===== config.mk =====
export PLATFORM = sky130hd
export DESIGN_NAME = pgseq_top
export DESIGN_NICKNAME = d
export VERILOG_FILES = /design/src/rtl/pgseq_pkg.sv /design/src/rtl/pgseq_target.sv /design/src/rtl/pgseq_stack.sv /design/src/rtl/pgseq_top.sv
export SDC_FILE = /design/constraint.sdc
export NUM_CORES = 1
export LEC_CHECK = 0
export ABC_AREA = 1
export BUFFER_PORTS_ARGS = -buffer_cell sky130_fd_sc_hd__buf_2
export CAP_MARGIN = 10
export CORE_AREA = 4 4 80 82
export DETAILED_ROUTE_END_ITERATION = 16
export DIE_AREA = 0 0 84 86
export GPL_ROUTABILITY_DRIVEN = 0
export PLACE_DENSITY = 0.74
export SYNTH_ARGS = -nofsm -noshare
export SYNTH_HDL_FRONTEND = slang
export SYNTH_SLANG_ARGS = --single-unit

===== constraint.sdc =====
create_clock -name clk -period 4.05 [get_ports clk]
set_input_delay 0.81 -clock clk [delete_from_list [all_inputs] [get_ports clk]]
set_output_delay 0.81 -clock clk [all_outputs]
set_load 0.005 [all_outputs]

===== src/rtl/pgseq_pkg.sv =====
package pgseq_pkg;

   typedef enum logic [3:0] {
      OP_SEQ   = 4'd0,
      OP_JUMP  = 4'd1,
      OP_JPAGE = 4'd2,
      OP_CPAGE = 4'd3,
      OP_CALL  = 4'd4,
      OP_RET   = 4'd5,
      OP_RETSK = 4'd6,
      OP_IJMP  = 4'd7,
      OP_ILOAD = 4'd8
   } op_e;

   typedef enum logic [1:0] {
      IND_IDLE = 2'd0,
      IND_JUMP = 2'd1,
      IND_LOAD = 2'd2
   } ind_e;

endpackage


===== src/rtl/pgseq_target.sv =====
module pgseq_target #(
   parameter int PC_W      = 9,
   parameter int PAGE_W    = 6,
   parameter bit WIDE_EN   = 1'b1,
   parameter int WIDE_PAGE = 2,
   parameter int SUB_PAGE  = 2
) (
   input  logic [PC_W-1:0]   nxt_pc,
   input  logic [PAGE_W+1:0] opnd,
   output logic [PC_W-1:0]   jp_addr,
   output logic [PC_W-1:0]   cp_addr,
   output logic              in_wide,
   output logic              jp_legal,
   output logic              cp_legal
);
   localparam int PG_W  = PC_W - PAGE_W;
   localparam int WIN_W = PC_W - PAGE_W - 1;
   localparam logic [PG_W-1:0] SUB_PG = PG_W'(SUB_PAGE);

   if (WIDE_EN) begin : g_wide
      localparam logic [WIN_W-1:0] WIN_ID = WIN_W'(WIDE_PAGE / 2);
      assign in_wide = (nxt_pc[PC_W-1:PAGE_W+1] == WIN_ID);
   end else begin : g_narrow
      assign in_wide = 1'b0;
   end

   always_comb begin
      if (in_wide) begin
         jp_addr  = {nxt_pc[PC_W-1:PAGE_W+1], opnd[PAGE_W:0]};
         jp_legal = opnd[PAGE_W+1];
      end else begin
         jp_addr  = {nxt_pc[PC_W-1:PAGE_W], opnd[PAGE_W-1:0]};
         jp_legal = (opnd[PAGE_W+1:PAGE_W] == 2'b11);
      end
   end

   assign cp_addr  = {SUB_PG, opnd[PAGE_W-1:0]};
   assign cp_legal = (opnd[PAGE_W+1:PAGE_W] == 2'b10) && !in_wide;

endmodule


===== src/rtl/pgseq_stack.sv =====
module pgseq_stack #(
   parameter int W     = 9,
   parameter int DEPTH = 2
) (
   input  logic         clk,
   input  logic         rst_n,
   input  logic         push,
   input  logic         pop,
   input  logic [W-1:0] push_val,
   output logic [W-1:0] top
);
   logic [W-1:0] ent   [DEPTH];
   logic [W-1:0] ent_d [DEPTH];

   always_comb begin
      for (int i = 0; i < DEPTH; i++) begin
         ent_d[i] = ent[i];
         if (push) begin
            ent_d[i] = (i == 0) ? push_val : ent[(i == 0) ? 0 : i-1];
         end else if (pop) begin
            ent_d[i] = (i == DEPTH-1) ? ent[i] : ent[(i == DEPTH-1) ? i : i+1];
         end
      end
   end

   always_ff @(posedge clk or negedge rst_n) begin
      if (!rst_n) begin
         for (int i = 0; i < DEPTH; i++) ent[i] <= '0;
      end else begin
         for (int i = 0; i < DEPTH; i++) ent[i] <= ent_d[i];
      end
   end

   assign top = ent[0];

   // a push makes the pushed value the top
   a_r7_push_top: assert property (@(posedge clk) disable iff (!rst_n)
      push |=> top == $past(push_val));

   // push and pop never together
   a_r8_exclusive: assert property (@(posedge clk) disable iff (!rst_n)
      !(push && pop));

   if (DEPTH > 1) begin : g_deep
      // pop brings the second slot up, bottom slot keeps its value
      a_r8_pop_up: assert property (@(posedge clk) disable iff (!rst_n)
         pop |=> top == $past(ent[1]));
      a_r8_bottom_keep: assert property (@(posedge clk) disable iff (!rst_n)
         pop |=> ent[DEPTH-1] == $past(ent[DEPTH-1]));
      // push moves the old top down one slot
      a_r8_push_down: assert property (@(posedge clk) disable iff (!rst_n)
         push |=> ent[1] == $past(ent[0]));
   end

endmodule


===== src/rtl/pgseq_top.sv =====
module pgseq_top
   import pgseq_pkg::*;
#(
   parameter int PC_W      = 9,
   parameter int PAGE_W    = 6,
   parameter int IDXA_W    = 4,
   parameter int IDXM_W    = 4,
   parameter int DEPTH     = 2,
   parameter bit WIDE_EN   = 1'b1,
   parameter int WIDE_PAGE = 2,
   parameter int SUB_PAGE  = 2
) (
   input  logic                     clk,
   input  logic                     rst_n,
   input  logic [3:0]               op_code,
   input  logic                     skip_cur,
   input  logic [PAGE_W+1:0]        page_opnd,
   input  logic [PC_W-1:0]          long_tgt,
   input  logic [IDXA_W-1:0]        idx_a,
   input  logic [IDXM_W-1:0]        idx_m,
   input  logic [IDXA_W+IDXM_W-1:0] rom_data,
   output logic [PC_W-1:0]          fetch_addr,
   output logic                     skip_req,
   output logic                     ind_busy,
   output logic [IDXA_W+IDXM_W-1:0] q_out
);
   localparam int IDX_W = IDXA_W + IDXM_W;
   localparam int HI_W  = PC_W - IDX_W;
   localparam int PG_W  = PC_W - PAGE_W;
   localparam logic [PG_W-1:0] SUB_PG = PG_W'(SUB_PAGE);

   // elaboration-time parameter checks
   if (PAGE_W + 2 > PC_W) begin : g_bad_page
      $error("pgseq_top: PAGE_W too large for PC_W");
   end
   if (HI_W < 1) begin : g_bad_idx
      $error("pgseq_top: index must be narrower than PC_W");
   end
   if (DEPTH < 1) begin : g_bad_depth
      $error("pgseq_top: DEPTH must be at least 1");
   end
   if (WIDE_EN && (WIDE_PAGE % 2 != 0)) begin : g_bad_win
      $error("pgseq_top: WIDE_PAGE must be even");
   end
   if (SUB_PAGE >= (1 << PG_W)) begin : g_bad_sub
      $error("pgseq_top: SUB_PAGE out of range");
   end

   op_e              op;
   ind_e             ind_q, ind_d;
   logic [PC_W-1:0]  pc_q, pc_d, ia_q, ia_d;
   logic [PC_W-1:0]  nxt, nxt2, jp_addr, cp_addr, push_val, stk_top;
   logic [IDX_W-1:0] q_q, q_d;
   logic             skr_q, skr_d, push, pop, active;
   logic             in_wide, jp_legal, cp_legal;

   assign op     = op_e'(op_code);
   assign nxt    = pc_q + PC_W'(1);
   assign nxt2   = pc_q + PC_W'(2);
   assign active = (ind_q == IND_IDLE) && !skip_cur;

   pgseq_target #(
      .PC_W(PC_W), .PAGE_W(PAGE_W), .WIDE_EN(WIDE_EN),
      .WIDE_PAGE(WIDE_PAGE), .SUB_PAGE(SUB_PAGE)
   ) u_target (
      .nxt_pc(nxt), .opnd(page_opnd), .jp_addr(jp_addr), .cp_addr(cp_addr),
      .in_wide(in_wide), .jp_legal(jp_legal), .cp_legal(cp_legal)
   );

   pgseq_stack #(.W(PC_W), .DEPTH(DEPTH)) u_stack (
      .clk(clk), .rst_n(rst_n), .push(push), .pop(pop),
      .push_val(push_val), .top(stk_top)
   );

   always_comb begin
      pc_d     = nxt;
      ind_d    = IND_IDLE;
      ia_d     = ia_q;
      skr_d    = 1'b0;
      q_d      = q_q;
      push     = 1'b0;
      pop      = 1'b0;
      push_val = nxt;
      case (ind_q)
         IND_JUMP: pc_d = {ia_q[PC_W-1:IDX_W], rom_data};
         IND_LOAD: begin
            q_d  = rom_data;
            pop  = 1'b1;
            pc_d = stk_top;
         end
         default: begin
            if (!skip_cur) begin
               case (op)
                  OP_JUMP:  pc_d = long_tgt;
                  OP_JPAGE: pc_d = jp_addr;
                  OP_CPAGE: begin
                     push = 1'b1;
                     pc_d = cp_addr;
                  end
                  OP_CALL: begin
                     push     = 1'b1;
                     push_val = nxt2;
                     pc_d     = long_tgt;
                  end
                  OP_RET: begin
                     pop  = 1'b1;
                     pc_d = stk_top;
                  end
                  OP_RETSK: begin
                     pop   = 1'b1;
                     pc_d  = stk_top;
                     skr_d = 1'b1;
                  end
                  OP_IJMP: begin
                     ind_d = IND_JUMP;
                     ia_d  = {nxt[PC_W-1:IDX_W], idx_a, idx_m};
                     pc_d  = pc_q;
                  end
                  OP_ILOAD: begin
                     ind_d = IND_LOAD;
                     ia_d  = {nxt[PC_W-1:IDX_W], idx_a, idx_m};
                     push  = 1'b1;
                     pc_d  = pc_q;
                  end
                  default: pc_d = nxt;
               endcase
            end
         end
      endcase
   end

   always_ff @(posedge clk or negedge rst_n) begin
      if (!rst_n) begin
         pc_q  <= '0;
         ia_q  <= '0;
         ind_q <= IND_IDLE;
         skr_q <= 1'b0;
         q_q   <= '0;
      end else begin
         pc_q  <= pc_d;
         ia_q  <= ia_d;
         ind_q <= ind_d;
         skr_q <= skr_d;
         q_q   <= q_d;
      end
   end

   assign ind_busy   = (ind_q != IND_IDLE);
   assign fetch_addr = ind_busy ? ia_q : pc_q;
   assign skip_req   = skr_q;
   assign q_out      = q_q;

   // a skipped or plain step advances the fetch address by one
   a_r10_skip_step: assert property (@(posedge clk) disable iff (!rst_n)
      (!ind_busy && skip_cur) |=> fetch_addr == PC_W'($past(fetch_addr) + 1));

   // in-page jump keeps the page (or window) of PC+1
   a_r4_jp_page: assert property (@(posedge clk) disable iff (!rst_n)
      (active && op == OP_JPAGE) |=> fetch_addr[PC_W-1:PAGE_W+1] == $past(nxt[PC_W-1:PAGE_W+1]));

   // operand encoding matches the page of PC+1
   a_r5_jp_encoding: assert property (@(posedge clk) disable iff (!rst_n)
      (active && op == OP_JPAGE) |-> jp_legal);

   // page call lands in the subroutine page and is legal only outside the window
   a_r6_cp_page: assert property (@(posedge clk) disable iff (!rst_n)
      (active && op == OP_CPAGE) |=> fetch_addr[PC_W-1:PAGE_W] == SUB_PG);
   a_r6_cp_origin: assert property (@(posedge clk) disable iff (!rst_n)
      (active && op == OP_CPAGE) |-> cp_legal);

   // skip request only follows a return-and-skip
   a_r9_skip_origin: assert property (@(posedge clk) disable iff (!rst_n)
      skip_req |-> $past(active && op == OP_RETSK));

   // the busy cycle lasts exactly one cycle
   a_r11_busy_once: assert property (@(posedge clk) disable iff (!rst_n)
      ind_busy |=> !ind_busy);

   // latch changes only at the end of an indirect load
   a_r12_q_hold: assert property (@(posedge clk) disable iff (!rst_n)
      (ind_q != IND_LOAD) |=> $stable(q_out));

endmodule


# Yosys cells after proc, flatten, opt, wreduce, memory -nomap -nowiden
# Cells that the tools add are included.
# totals
register_bits,47
in_bits,40
wordCells,53
# classes
n_addsub,2
n_eq_ne,12
n_mux,22
n_bitwise,2
n_reduce_logical,8
# op_table
operator,count
9-bit two-way mux,7
9-bit case mux with 5 select lines,1
9-bit case mux with 2 select lines,1
"4-bit by 3-bit == test with 1-bit output, second input constant",4
"9-bit by 1-bit adder with 9-bit output, second input constant",1
"9-bit by 2-bit adder with 9-bit output, second input constant",1
"4-bit by 2-bit == test with 1-bit output, second input constant",2
1-bit two-way mux,8
2-bit OR reduction,4
7-bit two-way mux,1
"2-bit by 1-bit == test with 1-bit output, second input constant",2
"4-bit by 1-bit == test with 1-bit output, second input constant",1
"4-bit == test, second input constant",1
2-bit two-way mux,2
"4-bit by 1-bit != test with 1-bit output, second input constant",1
2-bit case mux with 2 select lines,1
2-bit nonzero test,2
3-bit AND reduction,1
3-bit OR reduction,1
"2-bit == test, second input constant",1
1-bit NOT,2
1-bit case mux with 2 select lines,1

# Logic depth before layout (Yosys ltp)
# Gate-level depths: netlist (run 1).
# logic_depth
ltp_word,7
mapped_depth,13

# By module
# Synthesis (run 1) repeated with hierarchy kept, for this count alone.
# unflattened
cells_unflattened,471
area_unflattened_um2,3364.5
# by_module_without_submodules
module,instances,cells_per_inst,area_per_inst_um2
pgseq_top,1,342,2308.5
pgseq_stack,1,96,860.8
pgseq_target,1,33,195.2

# Worst setup path before layout (run 1)
# Ideal clock, no wire load.
# synth_timing
path_type,register -> output
startpoint,register ind_q[0]
endpoint,output fetch_addr[0]
arrival_ns,1.218
t_required_ns,3.240
path_slack_ns,2.022
stages_incl_launch_ff,7
path_buffers,2
path_cell_list,dfrtp_1 > inv_1 > ha_1 > clkbuf_1 > clkbuf_1 > nand2_1 > o21ai_0
# synth_between
elab_chain_cells,2
# synth_rtl
element,line_no,text
start: declaration,pgseq_top.sv:50,"ind_e ind_q, ind_d;"
start signal: assignment,pgseq_top.sv:142,ind_q <= ind_d;
2-bit nonzero test,pgseq_top.sv:148,assign ind_busy = (ind_q != IND_IDLE);
9-bit two-way mux,pgseq_top.sv:149,assign fetch_addr = ind_busy ? ia_q : pc_q;
end: declaration,pgseq_top.sv:22,"output logic [PC_W-1:0] fetch_addr,"
# No other way between the ends.

# Worst setup path in the final report (run 1)
# layout_timing
startpoint,input op_code[2]
endpoint,register pc_q[7]
# layout_between
elab_chain_cells,5
word_cells_on_any_way,15
classes_between,9 x eq/ne; 3 x mux; 3 x reduce/logical
# layout_rtl
element,line_no,text
start: declaration,pgseq_top.sv:15,"input logic [3:0] op_code,"
"4-bit == test, or another cell as far along",pgseq_top.sv:93,case (op)
2-bit OR reduction (no source line),n/a,
9-bit case mux with 5 select lines,pgseq_top.sv:93,
9-bit two-way mux,pgseq_top.sv:92,if (!skip_cur) begin
9-bit case mux with 2 select lines,pgseq_top.sv:84,case (ind_q)
end signal: assignment,pgseq_top.sv:140,pc_q <= pc_d;
end: declaration,pgseq_top.sv:51,"logic [PC_W-1:0] pc_q, pc_d, ia_q, ia_d;"
# Parallel ways exist; a longest one is shown, timed or not.
# A chain may end at the register's enable or synchronous reset.

==> flow_summary.ini, run 1 <==
[outcome]
status = finished clean

[cts]
hold_buffers = 0
clk_pin_slew_ns = 0.09
cts_resized = 0
insertion_delay_ns = 0.30
clock-sinks = 47
clockBufferDepth = 2
ctsHtreeMaxLevel = 2
postCtsSetupRepairBufs = 0
cts-root-buf = clkbuf_8
cts_buffers = 5
cts_tree = yes

[die]
core_area_sq_um = 5750
ios = 59
start_util = 0.497
die_h_um = 86
rows = 28
die_w_um = 84
die-area_sq_um = 7220

[routing]
avgViaCountPerCell = 5.31
drtPass1Iterations = 5
route.detailed.drc = 0
ant_nets = 0
drt-total-wl_mm = 7.41
drt_iter0_markers = 191
vias = 2790
wl_per_cell_um = 14.1

[synthesis]
syn_area_per_cell_sq_um = 7.16
yosys_warnings = 0
synthesis.instances = 399
synth_fp_nets = 444
syn_area_sq_um = 2860
ys_ff_latch = 47
yosysUniqueCellTypes = 33
synth-seq-area-share = 0.412

[global_route]
grt_usage = 0.214
antenna_found_initial = 0
grt_pass1_vias = 2671
gr-total-overflow = 0
grt_max_degree = 48
grt_pass1_wl_mm = 12.4

[placed_design]
dp_hpwl_mm = 5.49
portBuffers = 57
dp_cells = 517
pre_cts_ws_ns = 1.31

[timing]
max_freq_ghz = 0.399
skew_ns = 0.00792
final.min_clock_period_ns = 2.50
rsz0062_at_grt = no
hold_ws_ns = 0.492
setup_viol = 0
tightest_slew_ns = 1.05
hold_viol = 0
timing.final.ws_setup_ns = 1.55
slew_headroom = 0.300
setup_tns_ns = 0
slew_viol_final = 0
finalCritPeriodShare = 0.618

[setup_path]
worstPathMaxFanout = 11
cp.arrival_ns = 2.70
cp-end-kind = flop
cp-start-kind = input port
required_ns = 4.25
crit_type = input port to flop

[cells_and_area]
n_antenna_cell = 0
fill_cells = 587
fin_cells = 525
drive_above_1_share = 0.182
final_nets = 494
synthToLayoutAreaGrowth_pct = 14.6

[hold_path]
hold_class = flop to flop

[power_and_ir_drop]
powerDensity_nw_per_um2 = 512
vdd_drop_max_mv = 0.248
power_mw = 1.67
p_leak_nw = 1.68

[run]
drv_cap = 0
==> metal layers <==
metal	track usage	wire, um	up-vias
li1	-	-	1381
met1	0.279	3270	1318
met2	0.364	3580	81
met3	0.0375	416	10
met4	0.0687	143	0
met5	0	0	-
==> placed cells by master, fill, tap and decap left out, types with 2 or more instances in the layout <==
master,instances
nand2_1,92
inv_2,4
ha_1,5
o22ai_1,9
nor3_1,2
buf_2,57
nand3b_1,3
clkbuf_8,5
dfrtp_1,47
o21ai_1,3
o211ai_1,4
nor2_4,3
xor2_1,7
nand3_1,21
a31oi_1,7
a22oi_1,2
inv_1,54
nor2_1,47
o21ai_0,43
inv_4,2
a21oi_1,19
==> logic make-up after synthesis <==
group / after synthesis / synth area share
simple gates: 175 / 0.261
buf+inv: 75 / 0.109
fa+ha+maj: 5 / 0.0219
compound gates: 90 / 0.175
xor+xnor: 7 / 0.0215
flops: 47 / 0.412
==> final timing paths <==
| kind | from | to | slack (ns) | depth (start not counted) |
|---|---|---|---|---|
| setup / recovery | op_code[2] | pc_q[7] | 1.55 | 12 |
| hold / removal | u_stack.ent[5] | u_stack.ent[5] | 0.49 | 2 |
| setup reg to reg | ind_q[0] | u_stack.top[5] | 1.72 | 12 |
| hold reg to reg | u_stack.ent[5] | u_stack.ent[5] | 0.49 | 2 |
| max in group asynchronous | rst_n | pc_q[2] | 2.72 | 1 |
| min in group asynchronous | rst_n | u_stack.top[1] | 0.68 | 1 |
==> through the flow <==
stage          instance area (sq um)  utilization
2_1_floorplan                   2860            -
3_3_place_gp                    3160        0.550
3_5_place_dp                    3160        0.550
4_1_cts                         3270        0.570
5_1_grt                         3270        0.570
6_report                        3270        0.570
==> Yosys cell counts, drive strengths merged <==
cell     n  area (sq um)
nand3b   3          22.5
a21oi   19          95.1
ha       5          62.6
nand2   93           352
clkbuf   6          23.8
o21bai   1          11.3
a22oi    2          15.0
xor2     7          61.3
nor3     3          20.0
o22ai    9          56.3
nand3   22           115
o21ai   47           239
inv     60           230
o221ai   1          8.76
o211ai   4          30.0
or2      3          18.8
buf      9          57.6
a31oi    7          43.8
dfrtp   47          1180
nor2    51           216
==> power by group <==
part	leakage (nW)	switching, mW	internal [mW]
logic	1.06	0.357	0.232
clock network	0.0581	0.164	0.184
registers	0.563	0.122	0.615
total	1.68	0.643	1.03
==> layout make-up <==
type | count | area, sq um | area share
Multi-Input combinational cell | 277 | 1370 | 0.418
Tap cell | 75 | 93.8 | 0.0287
Sequential cell | 47 | 1180 | 0.359
Timing Repair Buffer | 58 | 293 | 0.0894
Clock inverter | 3 | 43.8 | 0.0134
Clock buffer | 5 | 68.8 | 0.0210
Inverter | 60 | 230 | 0.0703
==> registers in the layout, indices dropped and copies added, names as in the netlist <==
register     flops
ia_q             9
ind_q            2
q_out            8
u_stack.top      9
skip_req         1
u_stack.ent      9
pc_q             9
==> critical path, stage by stage <==
cell and delay [ns]:
buf_2 0.10, inv_1 0.06, nor2_4 0.12, nand3_1 0.32
nand2_1 0.22, nor2_1 0.06, nor2_1 0.56, nand2_1 0.16
nand2_1 0.12, nand2_1 0.05, nand2_1 0.05, a21oi_1 0.06
Power figures use the tool's default switching activity.
==> run 2: changes to the inputs <==
Settings changed: ABC_AREA 1 to 0, CORE_AREA 4 4 80 82 to 4 4 84 86, DIE_AREA 0 0 84 86 to 0 0 88 90, PLACE_DENSITY 0.74 to 0.73.
Clock period 4.05 ns to 2.5 ns, I/O delays scaled along.
==> flow_summary.ini, run 2 <==
[routing]
ant_nets = 0
drt_iter0_markers = 213
wl_per_cell_um = 18.2
route.detailed.drc = 0
drt-total-wl_mm = 8.29
drtPass1Iterations = 4
avgViaCountPerCell = 6.08
vias = 2773

[cells_and_area]
multi_input_area_sq_um = 1790
ff_latch_area_sq_um = 1180
synthToLayoutAreaGrowth_pct = 15.6
drive_above_1_share = 0.325
fin_cells = 456
n_antenna_cell = 0
fill_cells = 561
final_common_cell = buf_2
final_nets = 423
final_cell_mix = 57 x buf_2, 47 x dfrtp_1, 42 x nand2_1
finish.utilization = 0.578

[setup_path]
rrSetupSlack_ns = 0.16
cp-end-kind = flop
cp-start-kind = flop
required_ns = 2.68
r2r_end = u_stack.top[1]
r2r-start = ind_q[0]
cp.arrival_ns = 2.52
crit_type = flop to flop
reg2reg_depth = 7
worstPathMaxFanout = 10

[timing]
slew_viol_final = 0
hold_viol = 0
finalCritPeriodShare = 0.936
final.min_clock_period_ns = 2.34
hold_ws_ns = 0.283
max_freq_ghz = 0.427
rsz0062_at_grt = no
setup_viol = 0
tightest_slew_ns = 0.799
skew_ns = 0.00723
setup_tns_ns = 0
slew_headroom = 0.468

[die]
core_area_sq_um = 6280
ios = 59
die_w_um = 88
rows = 29
die_h_um = 90
start_util = 0.500
die-area_sq_um = 7920

[placed_design]
dp_hpwl_mm = 6.25
portBuffers = 57
dp_cells = 448

[synthesis]
ys.flop_type = dfrtp_1
synthesis.instances = 329
ys_ff_latch = 47
async_reset_ff_frac = 1.00
synth_top_area_cell = dfrtp_1
synth_fp_nets = 374
yosysUniqueCellTypes = 60
synthMostInstantiatedCell = dfrtp_1
yosys_warnings = 0
syn_area_per_cell_sq_um = 9.53
ys_top_cells_by_count = 47 x dfrtp_1, 42 x nand2_1, 28 x mux2_2
synth_top_area_frac = 0.375
syn_area_sq_um = 3140
netlist_top_cells_area = dfrtp_1 38%, mux2_2 10%, nand2_1 5.0%
synth-seq-area-share = 0.375
synth_edf_count = 0

[power_and_ir_drop]
vdd_drop_max_mv = 0.489
switchingPower_mw = 1.10
pwr-share-comb = 0.351
powerDensity_nw_per_um2 = 850
power_mw = 3.08
switching_share = 0.358
p_leak_nw = 1.63
internal-power_mw = 1.98
seqPwrFrac = 0.437
p_clk_frac = 0.212

[global_route]
antenna_found_initial = 0
gr-total-overflow = 0
grt_usage = 0.217
grt_pass1_wl_mm = 13.7
grt_max_degree = 37
grt_pass1_vias = 2702

[cts]
clk_pin_slew_ns = 0.08
ctsHtreeMaxLevel = 2
insertion_delay_ns = 0.30
clockBufferDepth = 2
clock-sinks = 47
cts_resized = 0
hold_buffers = 0
postCtsSetupRepairBufs = 0
cts-root-buf = clkbuf_8
cts_buffers = 5
cts_tree = yes

[hold_path]
hold_class = input port to asynchronous set/reset pin

[run]
drv_cap = 0

[outcome]
status = finished clean
run 2: cell types whose count changed after synthesis, moves of 6 or more:
| cell | before | now |
|---|---|---|
| nand2_1 | 92 | 42 |
| inv_1 | 54 | 8 |
| nor2_1 | 47 | 15 |
| mux2_2 | 0 | 28 |
| o21ai_0 | 43 | 16 |
| nand3_1 | 21 | 4 |
| a22o_1 | 0 | 11 |
| clkbuf_1 | 5 | 15 |
| xnor2_1 | 0 | 8 |
| a31oi_1 | 7 | 0 |
| a21oi_1 | 19 | 13 |
run 2: final cells by class:
| class | instances | share of cell area |
|---|---|---|
| multi-input cells | 245 | 0.493 |
| flip-flops and latches | 47 | 0.324 |
| inverters | 8 | 0.00828 |
| repair buffers | 71 | 0.111 |
| clock inverters | 2 | 0.0166 |
| well taps | 77 | 0.0266 |
| clock buffers | 6 | 0.0200 |
run 2: power groups by stage:
| stage | logic [mW] | registers [mW] | clock network (mW) |
|---|---|---|---|
| finish | 1.08 | 1.35 | 0.654 |
| CTS | 1.08 | 1.34 | 0.669 |
| detailed placement | 1.07 | 1.36 | 0 |
| global route | 1.20 | 1.38 | 0.695 |
| floorplan | 0.850 | 1.19 | 0 |
| global placement | 1.05 | 1.34 | 0 |
run 2: cells by family (layout without fill, tap and decap cells):
family / after synthesis / count (layout) / share of synthesized area
AOI/OAI and AO/OA: 91 / 91 / 0.217
xor gates and xnor gates: 16 / 16 / 0.0447
adders and majority gates: 6 / 6 / 0.0231
buffers and inverters: 37 / 87 / 0.0547
DFF: 47 / 47 / 0.375
muxes: 37 / 37 / 0.133
and+or+nand+nor: 95 / 95 / 0.153
run 2: worst max path at each step:
stage                      to       start  slack (ns)
3_3_place_gp          pc_q[2]  op_code[0]        0.20
3_5_place_dp   u_stack.top[2]    ind_q[0]        0.15
4_1_cts        u_stack.top[2]    ind_q[0]        0.15
5_1_grt        u_stack.top[8]    ind_q[0]        0.03
6_report       u_stack.top[1]    ind_q[0]        0.16
2_1_floorplan  u_stack.top[1]    ind_q[0]        0.26
run 2: worst max-delay path: stages, from the launching register on:
cell and delay [ns]:
dfrtp_1 0.36, inv_1 0.06, ha_1 0.35, or4b_4 0.56, o21ai_4 0.36, mux2_1 0.37, nor2_1 0.11, a21oi_2 0.04
run 2: stage by stage:
| stage | worst slack [ns] | area [sq um] |
|---|---|---|
| after floorplan | 0.257 | 3140 |
| after global placement | 0.203 | 3490 |
| after detailed placement | 0.150 | 3490 |
| after CTS | 0.146 | 3630 |
| after global routing | 0.0284 | 3630 |
| final | 0.160 | 3630 |
run 2: metal layers:
layer  vias up  global-route usage  routed length [um]
met3        16              0.0384                 593
met5         -                   0                   0
met4         0              0.0537                 160
met2       114               0.344                3970
met1      1343               0.305                3560
li1       1300                   -                   -
